`src/rtl/bag_pkg.sv`:
```
package bag_pkg;
  typedef enum logic [2:0] {
    PH_IDLE,
    PH_ALIGN,
    PH_BURST,
    PH_TAIL,
    PH_DONE
  } phase_t;
endpackage

```
`src/rtl/bag_boundary.sv`:
```
// Flags whether an address offset sits on a burst boundary.
module bag_boundary #(
  parameter int OFF_W = 4
) (
  input  logic [OFF_W-1:0] addr_lo,
  output logic             on_bound
);
  assign on_bound = (addr_lo == '0);
endmodule

```
`src/rtl/bag_phase_sel.sv`:
```
// Chooses the next phase and beat count from the remaining length and alignment.
module bag_phase_sel
  import bag_pkg::*;
#(
  parameter int LEN_W     = 16,
  parameter int MAX_BURST = 8,
  parameter int BCNT_W    = 4
) (
  input  logic              on_bound,
  input  logic              stay_tail,
  input  logic [LEN_W-1:0]  rem,
  output phase_t            phase,
  output logic [BCNT_W-1:0] bcnt
);
  localparam logic [LEN_W-1:0]  FULL_LEN = LEN_W'(MAX_BURST);
  localparam logic [BCNT_W-1:0] FULL_CNT = BCNT_W'(MAX_BURST);

  always_comb begin
    phase = PH_DONE;
    bcnt  = BCNT_W'(1);
    if (rem == '0) begin
      phase = PH_DONE;
    end else if (stay_tail) begin
      phase = PH_TAIL;
    end else if (!on_bound) begin
      phase = PH_ALIGN;
    end else if (rem >= FULL_LEN) begin
      phase = PH_BURST;
      bcnt  = FULL_CNT;
    end else begin
      phase = PH_TAIL;
    end
  end
endmodule

```
`src/rtl/burst_align_gen.sv`:
```
module burst_align_gen
  import bag_pkg::*;
#(
  parameter int ADDR_W         = 32,
  parameter int LEN_W          = 16,
  parameter int MAX_BURST      = 8,
  parameter int BYTES_PER_BEAT = 8
) (
  input  logic                             clk,
  input  logic                             rst,
  input  logic                             start_i,
  input  logic [ADDR_W-1:0]                start_addr_i,
  input  logic [LEN_W-1:0]                 start_len_i,
  output logic                             cmd_valid_o,
  input  logic                             cmd_ready_i,
  output logic [ADDR_W-1:0]                cmd_addr_o,
  output logic [$clog2(MAX_BURST+1)-1:0]   cmd_burst_o,
  output logic                             aligned_o,
  output logic                             done_o
);
  localparam int BOUND_BYTES = MAX_BURST * BYTES_PER_BEAT;
  localparam int OFF_W       = $clog2(BOUND_BYTES);
  localparam int BCNT_W      = $clog2(MAX_BURST + 1);

  phase_t              phase_q;
  logic [ADDR_W-1:0]   addr_q;
  logic [LEN_W-1:0]    rem_q;
  logic [BCNT_W-1:0]   bcnt_q;
  logic                valid_q;
  logic                aligned_q;
  logic                done_q;

  logic                launch;
  logic                accept;
  logic                load;
  logic [ADDR_W-1:0]   cand_addr;
  logic [LEN_W-1:0]    cand_rem;
  logic                cand_on_bound;
  phase_t              sel_phase;
  logic [BCNT_W-1:0]   sel_bcnt;

  assign launch = start_i && (phase_q == PH_IDLE);
  assign accept = valid_q && cmd_ready_i;
  assign load   = launch || accept;

  always_comb begin
    if (launch) begin
      cand_addr = start_addr_i;
      cand_rem  = start_len_i;
    end else begin
      cand_addr = addr_q + ADDR_W'(bcnt_q) * ADDR_W'(BYTES_PER_BEAT);
      cand_rem  = rem_q - LEN_W'(bcnt_q);
    end
  end

  bag_boundary #(.OFF_W(OFF_W)) u_bound (
    .addr_lo  (cand_addr[OFF_W-1:0]),
    .on_bound (cand_on_bound)
  );

  bag_phase_sel #(
    .LEN_W     (LEN_W),
    .MAX_BURST (MAX_BURST),
    .BCNT_W    (BCNT_W)
  ) u_sel (
    .on_bound  (cand_on_bound),
    .stay_tail (!launch && (phase_q == PH_TAIL)),
    .rem       (cand_rem),
    .phase     (sel_phase),
    .bcnt      (sel_bcnt)
  );

  always_ff @(posedge clk) begin
    if (rst) begin
      phase_q   <= PH_IDLE;
      addr_q    <= '0;
      rem_q     <= '0;
      bcnt_q    <= '0;
      valid_q   <= 1'b0;
      aligned_q <= 1'b0;
      done_q    <= 1'b0;
    end else if (phase_q == PH_DONE) begin
      phase_q <= PH_IDLE;
      done_q  <= 1'b0;
    end else if (load) begin
      phase_q   <= sel_phase;
      addr_q    <= cand_addr;
      rem_q     <= cand_rem;
      bcnt_q    <= sel_bcnt;
      valid_q   <= (sel_phase != PH_DONE);
      aligned_q <= (sel_phase == PH_BURST) || (sel_phase == PH_TAIL);
      done_q    <= (sel_phase == PH_DONE);
    end
  end

  assign cmd_valid_o = valid_q;
  assign cmd_addr_o  = addr_q;
  assign cmd_burst_o = bcnt_q;
  assign aligned_o   = aligned_q;
  assign done_o      = done_q;
endmodule

```
`config.mk`:
```
export PLATFORM = sky130hd
export DESIGN_NAME = burst_align_gen
export DESIGN_NICKNAME = d
export VERILOG_FILES = /design/src/rtl/bag_pkg.sv /design/src/rtl/bag_boundary.sv /design/src/rtl/bag_phase_sel.sv /design/src/rtl/burst_align_gen.sv
export SDC_FILE = /design/constraint.sdc
export NUM_CORES = 1
export LEC_CHECK = 0
export CORE_ASPECT_RATIO = 1.1
export CORE_MARGIN = 5
export CORE_UTILIZATION = 50
export DETAILED_ROUTE_END_ITERATION = 7
export GPL_TIMING_DRIVEN = 0
export PLACE_DENSITY_LB_ADDON = 0.1
export SYNTH_ARGS = -nofsm -noshare
export SYNTH_HDL_FRONTEND = slang
export SYNTH_HIERARCHICAL = 1
export SYNTH_SLANG_ARGS = --single-unit
export TNS_END_PERCENT = 100
```
`constraint.sdc`:
```
create_clock -name clk -period 4.3 [get_ports clk]
set_input_delay 0.43 -clock clk [delete_from_list [all_inputs] [get_ports clk]]
set_output_delay 0.43 -clock clk [all_outputs]
set_load 0.02 [all_outputs]
```
==> results of run 1 <==
layer usage:
| layer | GRT usage | vias up | part of all wire |
|---|---|---|---|
| li1 | - | 2113 | - |
| met1 | 0.373 | 2180 | 0.39 |
| met2 | 0.471 | 291 | 0.45 |
| met3 | 0.0620 | 54 | 0.11 |
| met4 | 0.114 | 0 | 0.040 |
| met5 | 0 | - | 0 |
logic make-up (layout without fill, tap and decap cells):
| kind of cell | count (synthesis) | in the layout | synth area share |
|---|---|---|---|
| buffers and inverters | 56 | 162 | 0.0597 |
| other | 1 | 2 | 0.000962 |
| AO/OA/AOI/OAI | 159 | 159 | 0.269 |
| multiplexers | 4 | 4 | 0.0116 |
| adder cells (fa/ha/maj) | 10 | 10 | 0.0359 |
| XOR/XNOR | 11 | 11 | 0.0247 |
| AND/OR/NAND/NOR | 215 | 215 | 0.300 |
| flip-flops | 58 | 58 | 0.298 |
where the power goes:
part | switching (W) | internal, W
clock network | 0.000238 | 0.000222
registers | 0.000103 | 0.000623
logic | 0.000638 | 0.000455
total | 0.000980 | 0.00130
worst max path at each step:
stage	startpoint	to	slack (ps)	depth (start not counted)
finish	start_i	done_o$_SDFFE_PP0P_	310	13
global route	start_i	done_o$_SDFFE_PP0P_	140	14
CTS	start_i	done_o$_SDFFE_PP0P_	360	14
detailed placement	start_i	done_o$_SDFFE_PP0P_	30	14
global placement	start_i	done_o$_SDFFE_PP0P_	60	13
floorplan	cmd_burst_o[1]$_SDFFE_PP0P_	done_o$_SDFFE_PP0P_	1070	13
synthesized netlist by cell type (3+ instances only):
master and n:
xnor2_1 4, mux2i_1 3, and4_1 3, o31ai_1 3, or3_1 6, o22ai_1 3
nor3b_1 4, and2_1 5, a22oi_1 13, or4_4 3, nor2_1 51, or4_1 9
o311ai_0 3, nand3b_1 5, o21a_1 8, a21oi_1 43, o21ai_0 27, o211ai_1 7
a21o_1 3, and3_1 4, dfxtp_1 58, nand2b_1 4, buf_2 5, a31oi_1 14
inv_1 15, nor3_1 13, nand3_1 22, a211oi_1 8, o31a_1 6, nor2b_1 4
ha_1 8, nand2_1 47, or2_2 5, clkbuf_1 31, a311oi_1 3, nor4_1 7
xor2_1 7, nand4_1 10
state kept, by name, indices dropped and copies added, names as in the netlist:
signal,flops
cmd_valid_o,1
cmd_addr_o,32
phase_q,3
cmd_burst_o,4
aligned_o,1
rem_q,16
done_o,1
area by class of cell:
| type | count | share of cell area |
|---|---|---|
| plain buffers | 41 | 0.0346 |
| clock buffers | 11 | 0.0277 |
| clock inverters | 5 | 0.00588 |
| inverters | 15 | 0.0110 |
| multi-input cells | 401 | 0.491 |
| flip-flops and latches | 58 | 0.227 |
| well taps | 105 | 0.0257 |
| repair buffers | 90 | 0.176 |
worst register-to-register path, delay by kind of cell (launching register included):
kind | cells | cell delay [ps]
buf+inv | 3 | 830
flops | 1 | 350
compound gates | 2 | 230
mux | 1 | 370
simple gates | 6 | 2010
through the flow:
stage | worst slack (ps) | power (W) | hold WS (ps) | cells | util
after floorplan | 1070 | 0.00145 | 465 | 515 | -
after global placement | 59.5 | 0.00177 | 450 | 710 | 0.657
after detailed placement | 26.8 | 0.00180 | 469 | 710 | 0.657
after CTS | 357 | 0.00226 | 480 | 726 | 0.679
after global routing | 137 | 0.00240 | 502 | 726 | 0.679
final | 306 | 0.00228 | 475 | 726 | 0.679
==> reports/metrics.yaml, run 1 <==
cp.arrival_ps: 4280
crit_required_ps: 4580
synthFlopType: "dfxtp_1"
numCtsBuffers: 9
root_buffer: "clkbuf_8"
cp-start-kind: "input port"
syn_avg_cell_area_um2: 7.59
post_cts_buffers: 0
syn-cell-area_um2: 3900
multiInputGateArea_um2: 2510
grt_max_degree: 11
grt_pass1_vias: 4278
avgRoutedWirePerCell_um: 19.2
finalMaxSlewViolations: 0
setup_tns_ps: 0
worst_r2r_endpoint: "done_o$_SDFFE_PP0P_"
yosys_warnings: 6
synth_seq_area_share: 0.298
hold_class: "flip-flop to flip-flop"
gp_congestion: 0.943
min_path_cells: 2
finalCritPeriodShare: 0.929
drc: 0
tritoncts: "yes"
dpl.hpwl_um: 9850
first_iter_violations: 477
grtUsageTotal: 0.289
ant_nets: 0
die_area_um2: 9670
rsz0062_at_grt: "no"
cts-resized-gates: 0
grt_overflow_total: 0
fillCellCount: 685
h-tree-depth: 3
antenna_found_initial: 0
rows: 33
cts_sinks: 58
vdd_drop_max_uv: 245
final_cell_mix: "clkdlybuf4s50_1, dfxtp_1, nor2_1"
core_area_um2: 7510
design_area_um2: 5110
crit_family: "simple AND/OR/NAND/NOR gates"
holdBufCountCts: 0
hold_path_end: "done_o$_SDFFE_PP0P_"
routed-via-count: 4638
path_class: "input port to flip-flop"
hold_viol: 0
die_w_um: 94.2
crit_path_cell_trace: "clkdlybuf4s50_1 > or4b_2 > clkbuf_1 > clkbuf_1 > clkbuf_1 > nor2_1 > a21oi_1 > nor4_2 > nand4_2 > mux2_4 > nor3b_1 > nand2_1 > a21oi_1"
end_kind: "flip-flop"
syn_inst: 514
power_density_nw_per_um2: 446
min_from: "done_o$_SDFFE_PP0P_"
ys_ff_latch: 58
syn_to_final_growth_pct: 31.0
final_layout_size_suffix_gt1_frac: 0.0725
r2r_start: "phase_q[2]$_SDFFE_PP0P_"
start_util: 0.519
regArea_um2: 1160
crit_path_top_delay_cell: "or4b_2"
max_freq_mhz: 250
port_buffers: 90
power_leakage_nw: 1.77
setup_violations: 0
netlist.area_leader.share: 0.298
wl_um: 14000
critPathBufInv: 4
yosys-top-cells-area: "dfxtp_1, a21oi_1, nor2_1"
io_pins: 91
cts_buffer_depth: 2
maxSlewHeadroom: 0.453
antenna_cells: 0
via_per_inst: 6.39
synth_largest_area_cell: "dfxtp_1"
synth.distinct_cells: 69
slowest_delay_ps: 590
reg2reg_depth: 12
postSynth.asyncResetShare: 0
clock_skew_ps: 8.78
clk_pin_slew_ps: 70
place_area_um2: 4930
nets: 678
clk_latency_ps: 350
synth-edff-count: 0
mostFrequentLayoutCell: "clkdlybuf4s50_1"
cp_common_cell: "clkbuf_1"
outcome: "completed"
grt_pass1_wl_um: 21800
tightest_slew_ps: 814
cp_max_fo: 10
firstDrtPassIters: 5
drv_cap: 0
reg2reg_slack_ps: 450
die_y_um: 103
period_needed_ps: 3990
No activity file was read; power rests on OpenSTA's default activity.
==> inputs of run 2 (changes only) <==
--- a/config.mk
+++ b/config.mk
@@ -9,7 +9,7 @@
 export CORE_MARGIN = 5
 export CORE_UTILIZATION = 50
 export DETAILED_ROUTE_END_ITERATION = 7
-export GPL_TIMING_DRIVEN = 0
+export GPL_TIMING_DRIVEN = 1
 export PLACE_DENSITY_LB_ADDON = 0.1
 export SYNTH_ARGS = -nofsm -noshare
 export SYNTH_HDL_FRONTEND = slang
==> reports/metrics.yaml, run 2 (synthesis gave the netlist of run 1 again) <==
tritoncts: "yes"  # unchanged
mostFrequentLayoutCell: "clkdlybuf4s50_1"  # unchanged
io_pins: 91  # unchanged
die_y_um: 103  # unchanged
port_buffers: 90  # unchanged
switchingPower_w: 0.000911  # was 0.000980 W
cts_buffer_depth: 2  # unchanged
end_kind: "flip-flop"  # unchanged
die_area_um2: 9670  # unchanged
clock_skew_ps: 13.1  # was 8.78 ps
clockPowerShare: 0.220  # was 0.202
grtUsageTotal: 0.245  # was 0.289
grt_max_degree: 68  # was 11
routed-via-count: 4241  # was 4638
largest_reg_flops: 32  # unchanged
finalCritPeriodShare: 0.826  # was 0.929
die_w_um: 94.2  # unchanged
power_density_nw_per_um2: 450  # was 446 nW/um^2
crit_family: "simple AND/OR/NAND/NOR gates"  # unchanged
wl_um: 11700  # was 14000 um
final_cell_mix: "clkdlybuf4s50_1, dfxtp_1, nor2_1"  # unchanged
final_layout_size_suffix_gt1_frac: 0.0814  # was 0.0725
crit_required_ps: 4560  # was 4580 ps
holdBufCountCts: 0  # unchanged
rsz0062_at_grt: "no"  # unchanged
core_area_um2: 7510  # unchanged
tightest_slew_ps: 724  # was 814 ps
crit_path_top_delay_cell: "nor4_1"  # was or4b_2
cp.arrival_ps: 3820  # was 4280 ps
drc: 0  # unchanged
slowest_delay_ps: 500  # was 590 ps
cp_max_fo: 8  # was 10
cp-start-kind: "flip-flop"  # was input port
design_area_um2: 5030  # was 5110 um^2
rows: 33  # unchanged
clk_latency_ps: 340  # was 350 ps
numCtsBuffers: 9  # unchanged
nets: 648  # was 678
grt_pass1_vias: 4023  # was 4278
dp_slack_ps: 563  # was 26.8 ps
first_iter_violations: 340  # was 477
drv_cap: 0  # unchanged
path_class: "flip-flop to flip-flop"  # was input port to flip-flop
grt_pass1_wl_um: 19200  # was 21800 um
period_needed_ps: 3550  # was 3990 ps
gp_congestion: 0.903  # was 0.943
comb_power_share: 0.455  # was 0.479
hold_viol: 0  # unchanged
outcome: "completed"  # unchanged
crit_path_cell_trace: "inv_1 > ha_1 > nor2b_1 > o31a_1 > nor4_1 > xnor2_1 > a21oi_1 > nor4_2 > nand4_2 > mux2_4 > nor3b_1 > nand2_1 > a21oi_1"  # was clkdlybuf4s50_1 > or4b_2 > clkbuf_1 > clkbuf_1 > clkbuf_1 > nor2_1 > a21oi_1 > nor4_2 > nand4_2 > mux2_4 > nor3b_1 > nand2_1 > a21oi_1
cts_sinks: 58  # unchanged
ant_nets: 0  # unchanged
setup_tns_ps: 0  # unchanged
clk_pin_slew_ps: 60  # was 70 ps
start_util: 0.519  # unchanged
cts-resized-gates: 0  # unchanged
place_area_um2: 4850  # was 4930 um^2
root_buffer: "clkbuf_8"  # unchanged
syn_to_final_growth_pct: 29.0  # was 31.0%
via_per_inst: 6.10  # was 6.39
worst_slack_ps: 747  # was 306 ps
grt_overflow_total: 0  # unchanged
h-tree-depth: 3  # unchanged
hold_class: "flip-flop to flip-flop"  # unchanged
avgRoutedWirePerCell_um: 16.9  # was 19.2 um
p_int_w: 0.00135  # was 0.00130 W
critPathBufInv: 1  # was 4
finalMaxSlewViolations: 0  # unchanged
p_sw_frac: 0.403  # was 0.430
dpl.hpwl_um: 8230  # was 9850 um
antenna_found_initial: 0  # unchanged
setup_violations: 0  # unchanged
p_seq_frac: 0.325  # was 0.319
maxSlewHeadroom: 0.517  # was 0.453
vdd_drop_max_uv: 222  # was 245 uV
firstDrtPassIters: 7  # was 5
cp_common_cell: "a21oi_1"  # was clkbuf_1
post_cts_buffers: 0  # unchanged
antenna_cells: 0  # unchanged
power_leakage_nw: 1.76  # was 1.77 nW
max_freq_mhz: 281  # was 250 MHz
run 2: worst paths after layout:
kind                                    start                endpoint  slack (ps)  cells after the start
setup / recovery  cmd_burst_o[1]$_SDFFE_PP0P_     done_o$_SDFFE_PP0P_         750                     13
hold / removal         aligned_o$_SDFFE_PP0P_  aligned_o$_SDFFE_PP0P_         460                      2
setup reg to reg  cmd_burst_o[1]$_SDFFE_PP0P_     done_o$_SDFFE_PP0P_         750                     13
hold reg to reg        aligned_o$_SDFFE_PP0P_  aligned_o$_SDFFE_PP0P_         460                      2
run 2: cell type report:
class | count | area [um^2]
Multi-Input combinational cell | 401 | 2520
Tap cell | 105 | 131
Sequential cell | 58 | 1160
Fill cell | 688 | 2480
Timing Repair Buffer | 101 | 978
Inverter | 15 | 56.3
Clock buffer | 12 | 145
Clock inverter | 3 | 40.0
run 2: power groups by stage:
stage	logic, W	clock network [W]	registers, W
2_1_floorplan	0.000675	0	0.000771
3_3_place_gp	0.000992	0	0.000738
3_5_place_dp	0.00102	0	0.000742
4_1_cts	0.00102	0.000501	0.000730
5_1_grt	0.00113	0.000532	0.000749
6_report	0.00103	0.000499	0.000735
run 2: tightest hold or removal path, cell delays in order (launching register included):
cell and delay [ps]:
dfxtp_1 310, nand2_1 50, a21oi_1 50
run 2: per-layer routing:
metal	vias up	GRT usage	part of all wire
met5	-	0	0
met4	0	0.0889	0.019
met3	26	0.0547	0.064
met1	1988	0.326	0.44
li1	2056	-	-
met2	171	0.392	0.47
run 2: through the flow:
stage                     instances   util  hold slack (ps)  total power, W
after floorplan                 515      -              465         0.00145
after global placement          680  0.645              444         0.00173
after detailed placement        680  0.645              450         0.00176
after CTS                       695  0.669              470         0.00226
after global routing            695  0.669              497         0.00241
final                           695  0.669              465         0.00226
